--- config.mk ---
export PLATFORM = sky130hd
export DESIGN_NAME = permvec_gen
export DESIGN_NICKNAME = d
export VERILOG_FILES = /design/src/rtl/permvec_pkg.sv /design/src/rtl/pv_modred.sv /design/src/rtl/pv_list.sv /design/src/rtl/permvec_gen.sv
export SDC_FILE = /design/constraint.sdc
export NUM_CORES = 1
export LEC_CHECK = 0
export BUFFER_PORTS_ARGS = -buffer_cell sky130_fd_sc_hd__buf_2
export CAP_MARGIN = 20
export CORE_ASPECT_RATIO = 1.4
export CORE_MARGIN = 1.5
export CORE_UTILIZATION = 40
export DETAILED_ROUTE_END_ITERATION = 8
export PLACE_DENSITY_LB_ADDON = 0.1
export RECOVER_POWER = 25
export SYNTH_ARGS = -nofsm -noshare
export SYNTH_HDL_FRONTEND = slang
export SYNTH_SLANG_ARGS = --single-unit
--- constraint.sdc ---
create_clock -name clk -period 9.7 [get_ports clk]
set_input_delay 0.485 -clock clk [delete_from_list [all_inputs] [get_ports clk]]
set_output_delay 0.485 -clock clk [all_outputs]
set_load 0.005 [all_outputs]
--- src/rtl/permvec_pkg.sv ---
package permvec_pkg;
  typedef enum logic [2:0] {
    ST_IDLE,
    ST_DIV_GO,
    ST_DIV_WAIT,
    ST_EMIT,
    ST_DONE
  } pv_state_t;
endpackage

--- src/rtl/pv_modred.sv ---
// Sequential restoring remainder: rem = num mod den, one numerator bit per cycle.
module pv_modred #(
  parameter int NW = 16,
  parameter int VW = 7
) (
  input  logic          clk,
  input  logic          rst_n,
  input  logic          go,
  input  logic [NW-1:0] num,
  input  logic [VW-1:0] den,
  output logic          fin,
  output logic [VW-1:0] rem
);
  localparam int CW = $clog2(NW + 1);

  logic [NW-1:0] sh;
  logic [CW-1:0] cnt;
  logic          act;
  logic [VW:0]   r2;
  logic [VW:0]   nxt;

  always_comb begin
    r2  = {rem, sh[NW-1]};
    nxt = (r2 >= {1'b0, den}) ? (r2 - {1'b0, den}) : r2;
  end

  always_ff @(posedge clk) begin
    if (!rst_n) begin
      sh  <= '0;
      cnt <= '0;
      act <= 1'b0;
      fin <= 1'b0;
      rem <= '0;
    end else begin
      fin <= 1'b0;
      if (go) begin
        sh  <= num;
        rem <= '0;
        cnt <= CW'(NW);
        act <= 1'b1;
      end else if (act) begin
        rem <= nxt[VW-1:0];
        sh  <= sh << 1;
        cnt <= cnt - CW'(1);
        if (cnt == CW'(1)) begin
          act <= 1'b0;
          fin <= 1'b1;
        end
      end
    end
  end
endmodule

--- src/rtl/pv_list.sv ---
// Working list of unused values; one-cycle removal by shifting the upper part down.
module pv_list #(
  parameter int MMAX = 96,
  parameter int VW   = 7
) (
  input  logic          clk,
  input  logic          rst_n,
  input  logic          init,
  input  logic          remove,
  input  logic [VW-1:0] idx,
  output logic [VW-1:0] rd_data
);
  logic [VW-1:0] ent [MMAX];

  for (genvar g = 0; g < MMAX; g++) begin : g_ent
    if (g < MMAX - 1) begin : g_shift
      always_ff @(posedge clk) begin
        if (!rst_n || init)
          ent[g] <= VW'(g);
        else if (remove && (VW'(g) >= idx))
          ent[g] <= ent[g+1];
      end
    end else begin : g_top
      always_ff @(posedge clk) begin
        if (!rst_n || init)
          ent[g] <= VW'(g);
      end
    end
  end

  assign rd_data = (idx < VW'(MMAX)) ? ent[idx] : '0;
endmodule

--- src/rtl/permvec_gen.sv ---
module permvec_gen
  import permvec_pkg::*;
#(
  parameter int MMAX = 96,
  parameter int SW   = 8,
  localparam int VW  = $clog2(MMAX + 1)
) (
  input  logic          clk,
  input  logic          rst_n,
  input  logic          start,
  input  logic [VW-1:0] m_in,
  input  logic [SW-1:0] a_in,
  input  logic [SW-1:0] b_in,
  output logic          busy,
  output logic          err,
  output logic          done,
  output logic          out_valid,
  input  logic          out_ready,
  output logic [VW-1:0] out_index,
  output logic [VW-1:0] out_value
);
  localparam int NW = SW + VW + 1;

  pv_state_t     st;
  logic [VW-1:0] m_r;
  logic [SW-1:0] a_r;
  logic [VW-1:0] j_r;
  logic [NW-1:0] num_r;
  logic [VW-1:0] k_r;
  logic [VW-1:0] den;
  logic [VW-1:0] rem;
  logic [VW-1:0] pick;
  logic          fin;
  logic          take;
  logic          m_ok;
  logic          init;
  logic          xfer;

  assign take = start && ((st == ST_IDLE) || (st == ST_DONE));
  assign m_ok = (m_in != '0) && (m_in <= VW'(MMAX));
  assign init = take && m_ok;
  assign xfer = (st == ST_EMIT) && out_ready;
  assign den  = m_r + VW'(1) - j_r;

  pv_modred #(.NW(NW), .VW(VW)) u_mod (
    .clk(clk), .rst_n(rst_n), .go(st == ST_DIV_GO),
    .num(num_r), .den(den), .fin(fin), .rem(rem)
  );

  pv_list #(.MMAX(MMAX), .VW(VW)) u_list (
    .clk(clk), .rst_n(rst_n), .init(init), .remove(xfer),
    .idx(k_r), .rd_data(pick)
  );

  always_ff @(posedge clk) begin
    if (!rst_n) begin
      st    <= ST_IDLE;
      m_r   <= '0;
      a_r   <= '0;
      j_r   <= '0;
      num_r <= '0;
      k_r   <= '0;
      err   <= 1'b0;
    end else begin
      unique case (st)
        ST_IDLE, ST_DONE: begin
          if (take) begin
            if (m_ok) begin
              err   <= 1'b0;
              m_r   <= m_in;
              a_r   <= a_in;
              j_r   <= VW'(1);
              num_r <= NW'(a_in) + NW'(b_in);
              st    <= ST_DIV_GO;
            end else begin
              err <= 1'b1;
              st  <= ST_IDLE;
            end
          end
        end
        ST_DIV_GO: st <= ST_DIV_WAIT;
        ST_DIV_WAIT: begin
          if (fin) begin
            k_r <= rem;
            st  <= ST_EMIT;
          end
        end
        ST_EMIT: begin
          if (out_ready) begin
            if (j_r == m_r) begin
              st <= ST_DONE;
            end else begin
              j_r   <= j_r + VW'(1);
              num_r <= num_r + NW'(a_r);
              st    <= ST_DIV_GO;
            end
          end
        end
        default: st <= ST_IDLE;
      endcase
    end
  end

  assign busy      = (st != ST_IDLE) && (st != ST_DONE);
  assign done      = (st == ST_DONE);
  assign out_valid = (st == ST_EMIT);
  assign out_index = j_r;
  assign out_value = m_r - pick;
endmodule

==> results of run 1 <==
## metrics by stage
step | instance area, um^2 | util
6_report | 36400 | 0.451
5_1_grt | 36400 | 0.451
4_1_cts | 36400 | 0.451
3_5_place_dp | 34100 | 0.422
3_3_place_gp | 34000 | 0.422
2_1_floorplan | 32700 | -
## sequential cells by signal, indices dropped and copies added, names as in the netlist, 7 cells and up, named ones only
signal,cells
u_list.ent,577
num_r,16
u_mod.sh,16
a_r,8
k_r,7
m_r,7
out_index,7
u_mod.rem,7
## worst register-to-register path, stage by stage (launching register included)
cell and delay [ns]:
dfxtp_1 0.47, nand3b_1 0.43, inv_1 0.37, and2_1 0.26, clkbuf_1 0.70, nand2_2 0.33
clkbuf_1 2.07, a21oi_1 0.51, o21ai_0 0.69, nand2_1 0.36
## worst paths after layout
path	endpoint	slack (ns)	cells after the start
max	u_list.ent[42][1]	3.15	9
min	m_r[4]	0.11	3
max reg2reg	u_list.ent[42][1]	3.15	9
min reg2reg	err	0.47	1
## routing by layer
layer	routed length [um]	part of all wire	GRT usage	up-vias
met5	0	0	0.00231	-
met4	5590	0.053	0.131	0
met3	5820	0.056	0.0344	241
met2	53000	0.51	0.440	816
met1	40200	0.38	0.304	11300
li1	-	-	-	9835
## power by group through the flow
stage	sequential [mW]	combinational (mW)	clock [mW]
after floorplan	3.44	0.508	0
after global placement	3.51	0.730	0
after detailed placement	3.51	0.745	0
after CTS	3.45	0.750	2.82
after global routing	3.47	0.817	2.91
final	3.45	0.749	2.76
## cells by family (layout without fill, tap and decap cells)
family | Yosys count | after routing | synth area share
compound gates | 339 | 339 | 0.0675
xor+xnor | 34 | 34 | 0.00911
fa+ha+maj | 50 | 50 | 0.0203
buf+inv | 196 | 283 | 0.0262
flops | 663 | 663 | 0.583
mux | 244 | 244 | 0.115
simple gates | 1078 | 1078 | 0.179
## cell usage in the layout, fill, tap and decap left out, types with 50 or more instances in the layout
cell       Yosys  layout
edfxtp_1     577     577
nand2_1      155     154
or3_1        173     173
a21oi_1       63      63
mux4_2       105     105
buf_4         19      52
o21ai_0      110     111
dfxtp_1       86      82
and3_1        94      94
and2_1       260     220
mux2i_1      138     138
or2_2         50      50
clkbuf_16      0      74
nor2_1       191     192
## layout make-up
class	count	area share
clock buffers	89	0.0527
clock inverters	37	0.0105
inverters	43	0.00444
multi-input cells	1745	0.352
flip-flops and latches	663	0.524
well taps	1062	0.0365
repair buffers	114	0.0198
==> impl_metrics.py, run 1 <==
metrics = {
    "floorplanning": {
        "die_h_um": 341,
        "core_mm2": 0.0806,
        "fp-row-count": 123,
        "pin_count": 45,
        "initial_core_util": 0.405,
        "die_area_mm2": 0.0835,
        "dieWidth_um": 245,
    },
    "sta": {
        "finalSetupTns_ns": 0,
        "hold_violations": 0,
        "fmax_ghz": 0.153,
        "worst_clock_skew_ns": 0.0228,
        "holdWs_ns": 0.109,
        "relSlewSlack": -0.937,
        "rsz0062_at_grt": "false",
        "period_needed_ns": 6.55,
        "drv_slew": 119,
        "tightest_slew_ns": 2.91,
        "fin_crit_sh": 0.675,
        "setup_violations": 0,
        "finalWorstSetupSlack_ns": 3.15,
    },
    "global_route": {
        "grt_max_degree": 162,
        "track_usage": 0.253,
        "antenna_found_initial": 1,
        "grt_pass1_vias": 23000,
        "grt_overflow": 0,
        "grt_pass1_wl_um": 155000,
    },
    "synth": {
        "seq_area_frac_synth": 0.583,
        "yosys-top-cells-area": "edfxtp_1 (53%), mux4_2 (7.2%), dfxtp_1 (5.3%), and2_1 (5.0%), mux2i_1 (4.2%)",
        "async_flop_share": 0,
        "synth_cell_type_count": 73,
        "synth_edf_count": 577,
        "syn-cell-area_mm2": 0.0327,
        "ys.flop_type": "edfxtp_1",
        "syn-num-nets": 2681,
        "netlist.area_leader.share": 0.530,
        "synth_warnings": 0,
        "ys_top_cells_by_count": "edfxtp_1 (577), and2_1 (260), nor2_1 (191)",
        "synth_cells": 2604,
        "synth_most_common_cell": "edfxtp_1",
        "synth-seq-cells": 663,
        "synth_area_leader_cell": "edfxtp_1",
        "syn_avg_cell_area_um2": 12.6,
    },
    "worst_setup_path": {
        "cpPeakStageDelay_ns": 2.07,
        "crit_start": "st[2]",
        "worstPathMaxFanout": 40,
        "critical_path_buf_inv_count": 3,
        "cpLargestDelayFamily": "buffers and inverters",
        "crit_type": "register to register",
        "r2r-start": "st[2]",
        "cp_common_cell": "clkbuf_1",
        "critPathSlowestCell": "clkbuf_1",
        "cp.required_ns": 9.97,
        "critPathArrivalTime_ns": 6.82,
        "critPathLaunchType": "register",
        "path_cells": "nand3b_1, inv_1, and2_1, clkbuf_1, nand2_2, clkbuf_1, a21oi_1, o21ai_0, nand2_1",
        "worst_setup_path_end_kind": "register",
    },
    "placed_design": {
        "place_ws_ns": 4.02,
        "gp_routability_congestion": 0.880,
        "dp_cells": 3617,
        "hpwlAfterDp_um": 75100,
        "port_buffers": 44,
    },
    "finish": {
        "layout.nets": 2714,
        "n_antenna_cell": 0,
        "drive_gt1_frac": 0.141,
        "fin_cells": 3753,
        "seq_area_mm2": 0.0191,
        "syn2layout_area_growth_pct": 11.3,
        "n_fill_cell": 7437,
        "multiInputGateArea_mm2": 0.0128,
    },
    "route": {
        "drt_wl_total_um": 105000,
        "drc_errors": 0,
        "vias": 22200,
        "dr.pass1.iters": 6,
        "post_drt_wl_per_cell_um": 27.9,
        "drtIter0Drc": 1913,
        "viasPerCell": 5.93,
        "ant_nets": 0,
    },
    "clock_tree": {
        "cts_root_buffer": "clkbuf_16",
        "clkTransAtPathRegs_ns": 0.06,
        "cts_hold_buf": 0,
        "cts_setup_buffers": 0,
        "cts_resized": 0,
        "htree_levels": 3,
        "cts_tree": "yes",
        "cts_num_sinks": 663,
        "cts_made_buffers": 70,
        "insertion_delay_ns": 0.62,
        "clockBufferDepth": 3,
    },
    "pwr": {
        "p_switching_mw": 1.78,
        "p_comb_frac": 0.108,
        "power_frac_seq": 0.496,
        "ir_drop_v": 0.000171,
        "p_clk_frac": 0.397,
        "swShare": 0.256,
        "p_leak_nw": 12.1,
        "total_power_mw": 6.96,
        "p_int_mw": 5.18,
        "p_per_area_mw_per_mm2": 191,
    },
    "outcome": {
        "violations": "max-capacitance violations, max-slew violations",
        "outcome": "complete, but fails checks",
    },
    "hold_path": {
        "min-delay-start": "m_in[4]",
        "hp-class": "primary input to register",
    },
    "flow_run": {
        "cap_viol_max_count": 3,
    },
}
Power figures use the tool's default switching activity.
==> inputs of run 2 (changes only) <==
==> constraint.sdc (replaced) <==
create_clock -name clk -period 5.45 [get_ports clk]
set_input_delay 0.2725 -clock clk [delete_from_list [all_inputs] [get_ports clk]]
set_output_delay 0.2725 -clock clk [all_outputs]
set_load 0.005 [all_outputs]
==> run 2 against run 1 <==
Net effect: the flow still finishes with violations (max-capacitance violations, max-slew violations); power grew 77%; utilization grew 0.39 points; worst setup slack lost 3.0 ns; clock skew shrank 0.0014 ns; clock power grew 75%; wire length grew 1.2%; sequential power grew 79%; die area is the same; final area grew 0.87%; non-clock buffer count grew 31; combinational power grew 75%; cell count grew 0.85%; critical endpoint is now out_value[6]; largest power group unchanged; highest routed layer is now met5.
==> impl_metrics.py, run 2 (synthesis results as in run 1) <==
metrics = {
    "placed_design": {
        "gp_routability_congestion": 0.939,
        "port_buffers": 44,
        "place_ws_ns": 0.488,
        "hpwlAfterDp_um": 77500,
    },
    "sta": {
        "fin_crit_sh": 0.969,
        "worst_clock_skew_ns": 0.0214,
        "drv_slew": 71,
        "holdWs_ns": 0.0387,
        "hold_violations": 0,
        "relSlewSlack": -0.282,
        "finalSetupTns_ns": 0,
        "rsz0062_at_grt": "false",
        "fmax_ghz": 0.189,
        "tightest_slew_ns": 1.92,
        "setup_violations": 0,
        "finalWorstSetupSlack_ns": 0.172,
        "period_needed_ns": 5.28,
    },
    "global_route": {
        "grt_overflow": 0,
        "grt_pass1_wl_um": 155000,
        "grt_pass1_vias": 23300,
        "antenna_found_initial": 5,
        "track_usage": 0.254,
        "grt_max_degree": 83,
    },
    "pwr": {
        "total_power_mw": 12.3,
        "p_leak_nw": 12.3,
        "p_per_area_mw_per_mm2": 335,
        "ir_drop_v": 0.000313,
    },
    "route": {
        "ant_nets": 0,
        "drc_errors": 0,
        "drtIter0Drc": 1763,
        "viasPerCell": 5.96,
        "post_drt_wl_per_cell_um": 28.0,
        "drt_wl_total_um": 106000,
        "dr.pass1.iters": 7,
        "vias": 22600,
    },
    "finish": {
        "layout.nets": 2747,
        "largest_reg_flops": 577,
        "utilization": 0.455,
        "largest_register": "u_list.ent",
        "n_fill_cell": 7490,
        "final_cell_mix": "edfxtp_1 (577), and2_1 (222), nor2_1 (193), or3_1 (173), nand2_1 (155)",
        "largestRegisters": "u_list.ent x577, num_r x16, u_mod.sh x16",
        "drive_gt1_frac": 0.145,
        "layout_commonest_cell": "edfxtp_1",
        "syn2layout_area_growth_pct": 12.3,
    },
    "outcome": {
        "outcome": "complete, but fails checks",
        "violations": "max-capacitance violations, max-slew violations",
    },
    "worst_setup_path": {
        "critPathLaunchType": "register",
        "critPathArrivalTime_ns": 5.01,
        "worstPathMaxFanout": 7,
        "cp.required_ns": 5.18,
        "worst_setup_path_end_kind": "primary output",
        "crit_type": "register to primary output",
    },
    "hold_path": {
        "hp-class": "primary input to register",
    },
    "clock_tree": {
        "insertion_delay_ns": 0.63,
        "clkTransAtPathRegs_ns": 0.06,
        "htree_levels": 3,
        "clockBufferDepth": 3,
        "cts_root_buffer": "clkbuf_16",
        "cts_tree": "yes",
        "cts_made_buffers": 71,
        "cts_num_sinks": 663,
    },
    "floorplanning": {
        "fp-row-count": 123,
        "die_h_um": 341,
        "die_area_mm2": 0.0835,
        "dieWidth_um": 245,
        "initial_core_util": 0.405,
        "core_mm2": 0.0806,
        "pin_count": 45,
    },
    "flow_run": {
        "cap_viol_max_count": 3,
    },
}
==> run 2: path summary, 6_finish.rpt <==
kind | slack, ns | from | to | cells after the start
max | 0.17 | register | out_value[6] | 17
min | 0.04 | rst_n | num_r[5] | 3
max reg2reg | 0.46 | st[0] | u_list.ent[68][3] | 7
min reg2reg | 0.47 | err | err | 1
==> run 2: area by class of cell <==
class | instances | area [um^2] | share of cell area
inverter | 43 | 165 | 0.00450
clock inverter | 36 | 320 | 0.00873
multi-input combinational | 1746 | 12800 | 0.350
antenna | 1 | 2.50 | 0.0000682
tap | 1062 | 1330 | 0.0362
clock buffer | 89 | 1910 | 0.0520
timing repair buffer | 145 | 1090 | 0.0296
sequential | 663 | 19100 | 0.519
==> run 2: power by group <==
part,internal [mW],leakage (nW),switching [mW]
clock,2.72,1.09,2.09
sequential,5.92,6.02,0.245
combinational,0.475,5.15,0.838
==> run 2: per-layer routing <==
metal / track usage / up-vias / share of wire
li1: - / 9884 / -
met2: 0.443 / 866 / 0.50
met4: 0.137 / 2 / 0.058
met3: 0.0368 / 247 / 0.057
met5: 0 / - / 0.00011
met1: 0.301 / 11600 / 0.38
==> run 2: timing repair <==
action / in CTS / in global routing
hold endpoints to repair: 16 / 0
gates resized for setup: 1 / 8
cloned: 1 / 0
setup endpoints to repair: 1 / 2
hold buffers: 15 / 0
buffers inserted: 1 / 9
==> run 2: through the flow <==
step / instance area (um^2) / cells
finish: 36700 / 3785
global route: 36700 / 3784
CTS: 36600 / 3767
detailed placement: 34200 / 3625
global placement: 34100 / 3620
floorplan: 32700 / 2604
==> run 2: worst max-delay path, stage by stage, from the launching register on <==
cell and delay [ns]:
dfxtp_4 0.42, buf_12 0.16, buf_4 0.18, mux4_2 0.51
mux4_2 0.55, nor2_1 0.11, o21ai_0 0.21, nand3_1 0.16
o21ai_0 0.09, ha_1 0.22, fa_1 0.42, nor2b_1 0.12
o21ai_0 0.10, a21boi_0 0.28, o21a_1 0.17, o31ai_1 0.08
xnor2_1 0.37, buf_2 0.19
==> inputs of run 3 (changes only) <==
--- a/config.mk
+++ b/config.mk
@@ -7,12 +7,12 @@
 export LEC_CHECK = 0
 export BUFFER_PORTS_ARGS = -buffer_cell sky130_fd_sc_hd__buf_2
 export CAP_MARGIN = 20
-export CORE_ASPECT_RATIO = 1.4
 export CORE_MARGIN = 1.5
-export CORE_UTILIZATION = 40
+export CORE_UTILIZATION = 32
 export DETAILED_ROUTE_END_ITERATION = 8
 export PLACE_DENSITY_LB_ADDON = 0.1
 export RECOVER_POWER = 25
 export SYNTH_ARGS = -nofsm -noshare
 export SYNTH_HDL_FRONTEND = slang
+export SYNTH_HIERARCHICAL = 1
 export SYNTH_SLANG_ARGS = --single-unit
==> run 3 against run 2 <==
Net effect: the flow still finishes with violations (max-capacitance violations, max-slew violations); final area up 1.6%; worst hold slack improved by 0.090 ns; combinational power hardly changed; critical endpoint unchanged; sequential cell count down 7; non-clock buffer count grew 23; count of clock-buffer cells in the layout increased by 3; largest power group unchanged; maximum frequency grew 0.24%; wire length is 0.73% higher; clock power is 6.2% higher; synthesized area grew 0.21%; clock skew grew 0.0094 ns.
==> impl_metrics.py, run 3 <==
metrics = {
    "outcome": {
        "outcome": "complete, but fails checks",
        "violations": "max-capacitance violations, max-slew violations",
    },
    "floorplanning": {
        "core_mm2": 0.102,
        "dieWidth_um": 323,
        "initial_core_util": 0.322,
        "fp-row-count": 117,
        "pin_count": 45,
        "die_h_um": 323,
        "die_area_mm2": 0.104,
    },
    "finish": {
        "drive_gt1_frac": 0.153,
        "syn2layout_area_growth_pct": 13.8,
        "largest_register": "u_list/ent",
        "layout_commonest_cell": "edfxtp_1",
        "final_cell_mix": "edfxtp_1 (577), and2_1 (224), nand2_1 (157), or3_1 (154), nor2_1 (144)",
        "largestRegisters": "u_list/ent x577, num_r x16, u_mod/sh x16",
        "fin_cells": 4116,
        "layout.nets": 2764,
        "largest_reg_flops": 577,
    },
    "synth": {
        "syn-num-nets": 2681,
        "ys.flop_type": "edfxtp_1",
        "yosys-top-cells-area": "edfxtp_1 (53%), mux4_2 (7.7%), and2_1 (4.9%), dfxtp_1 (4.8%), mux2i_1 (3.6%)",
        "synth_area_leader_cell": "edfxtp_1",
        "synth_most_common_cell": "edfxtp_1",
        "synth_cell_type_count": 77,
        "syn_avg_cell_area_um2": 12.6,
        "syn-cell-area_mm2": 0.0328,
        "async_flop_share": 0,
        "synth_edf_count": 577,
        "seq_area_frac_synth": 0.577,
        "synth_cells": 2606,
        "synth_warnings": 6,
        "netlist.area_leader.share": 0.529,
        "ys_top_cells_by_count": "edfxtp_1 (577), and2_1 (254), nand2_1 (157)",
        "synth-seq-cells": 656,
    },
    "sta": {
        "drv_slew": 37,
        "relSlewSlack": -0.395,
        "fin_crit_sh": 0.966,
        "rsz0062_at_grt": "false",
        "period_needed_ns": 5.27,
        "tightest_slew_ns": 2.09,
        "worst_clock_skew_ns": 0.0308,
        "hold_violations": 0,
        "finalSetupTns_ns": 0,
        "setup_violations": 0,
        "fmax_ghz": 0.190,
    },
    "global_route": {
        "grt_pass1_wl_um": 158000,
        "grtUsageMet1": 0.283,
        "track_usage": 0.206,
        "grt_max_degree": 68,
        "antenna_found_initial": 4,
        "grt_pass1_vias": 22800,
        "met2_usage": 0.332,
        "grt_use_met3": 0.0298,
        "grt_overflow": 0,
        "grt.busiest_layer": "met2",
    },
    "placed_design": {
        "port_buffers": 44,
        "gp_routability_congestion": 0.864,
        "dp_cells": 3946,
        "hpwlAfterDp_um": 76600,
    },
    "route": {
        "viasPerCell": 5.40,
        "drt_wl_total_um": 107000,
        "drtIter0Drc": 2141,
        "drc_errors": 0,
        "dr.pass1.iters": 6,
        "ant_nets": 0,
        "vias": 22200,
        "post_drt_wl_per_cell_um": 25.9,
    },
    "hold_path": {
        "min-delay-start": "b_in[0]",
        "hp-class": "primary input to register",
        "min_path_cells": 4,
        "hold_end": "num_r[0]",
    },
    "worst_setup_path": {
        "path_cells": "buf_4, mux4_2, nor3b_1, or4b_1, ha_1, inv_1, fa_1, a21o_1, a21oi_1, o21bai_1, a21oi_1, xnor2_1, buf_2",
        "worstReg2RegEnd": "u_list/ent[20][6]",
        "critPathLaunchType": "register",
        "worst_setup_path_end_kind": "primary output",
        "critPathArrivalTime_ns": 4.99,
        "rrSetupSlack_ns": 0.89,
        "r2r-start": "st[0]",
        "crit_type": "register to primary output",
        "cp_common_cell": "a21oi_1",
        "worstPathMaxFanout": 37,
        "critPathSlowestCell": "nor3b_1",
        "reg2reg_depth": 7,
        "cp.required_ns": 5.18,
        "cpPeakStageDelay_ns": 0.78,
    },
    "clock_tree": {
        "clockBufferDepth": 3,
        "cts_made_buffers": 77,
        "clkTransAtPathRegs_ns": 0.06,
        "cts_num_sinks": 656,
        "cts_setup_buffers": 0,
        "cts_tree": "yes",
        "cts_root_buffer": "clkbuf_16",
        "insertion_delay_ns": 0.66,
        "htree_levels": 3,
    },
    "flow_run": {
        "cap_viol_max_count": 1,
    },
    "pwr": {
        "p_leak_nw": 12.4,
        "ir_drop_v": 0.000212,
        "p_per_area_mw_per_mm2": 336,
    },
}
==> run 3: cell types whose count changed after synthesis, sizes merged, moves of 13 or more <==
cell / before / now
a21oi: 64 / 77
a221oi: 27 / 4
a22oi: 19 / 42
and3: 94 / 111
inv: 40 / 58
mux2i: 138 / 118
nand2b: 49 / 65
nand3: 26 / 40
nor2: 193 / 145
or3: 173 / 154
==> run 3: cell type report <==
class,count,area (um^2)
Antenna cell,1,2.50
Clock buffer,92,2000
Clock inverter,45,435
Fill cell,9949,64300
Inverter,60,225
Multi-Input combinational cell,1726,12800
Sequential cell,656,18900
Tap cell,1368,1710
Timing Repair Buffer,168,1140
==> run 3: how the worst max path moves through the flow <==
| stage | depth (start not counted) | from | slack (ns) | to |
|---|---|---|---|---|
| 4_1_cts | 14 | k_r[1] | 0.01 | out_value[5] |
| 3_3_place_gp | 15 | k_r[3] | 0.57 | out_value[6] |
| 5_1_grt | 13 | k_r[0] | 0.02 | out_value[6] |
| 2_1_floorplan | 17 | k_r[0] | 1.99 | out_value[5] |
| 6_report | 13 | k_r[2] | 0.18 | out_value[6] |
| 3_5_place_dp | 15 | k_r[2] | 0.60 | out_value[6] |
==> run 3: worst max-delay path: cells and delay by family (launching register included) <==
kind,cells,cell delay (ns)
AOI/OAI and AO/OA,4,0.71
xor gates and xnor gates,1,0.19
adders and majority gates,2,0.54
buffers and inverters,3,0.84
DFF,1,0.61
muxes,1,0.34
and+or+nand+nor,2,1.05
==> run 3: repair_timing <==
| action | CTS | global route |
|---|---|---|
| cloned | 0 | 0 |
| pin swaps | 0 | 0 |
| hold buffers | 18 | 0 |
| gates resized for setup | 1 | 2 |
| hold endpoints to repair | 20 | 0 |
| setup endpoints to repair | 1 | 2 |
==> run 3: cells by family (layout without fill, tap and decap cells) <==
logic type / Yosys count / count (layout) / synth area share
flops: 656 / 656 / 0.577
simple gates: 1062 / 1062 / 0.181
other cells: 0 / 1 / 0
buf+inv: 224 / 365 / 0.0311
compound gates: 336 / 336 / 0.0637
xor+xnor: 40 / 40 / 0.0107
mux: 240 / 240 / 0.116
fa+ha+maj: 48 / 48 / 0.0195
==> run 3: through the flow <==
step	power (mW)	area, um^2	setup slack [ns]	utilization	hold WS (ns)
2_1_floorplan	6.95	32800	1.99	-	0.391
3_3_place_gp	7.47	34600	0.570	0.340	0.454
3_5_place_dp	7.49	34700	0.598	0.341	0.455
4_1_cts	12.7	37300	0.0127	0.367	0.0690
5_1_grt	13.0	37300	0.0203	0.367	0.123
6_report	12.5	37300	0.184	0.367	0.129
==> run 3: per-layer routing <==
| metal | share of wire | vias to the layer above |
|---|---|---|
| li1 | - | 9908 |
| met1 | 0.45 | 11500 |
| met2 | 0.47 | 673 |
| met3 | 0.054 | 136 |
| met4 | 0.031 | 0 |
| met5 | 0 | - |
==> run 3: report_power, final <==
group          total (mW)  leakage (nW)  switching, mW  internal [mW]
logic                1.32          5.19          0.853          0.467
clock network        5.12          1.20           2.12           3.00
registers            6.08          5.97          0.216           5.86
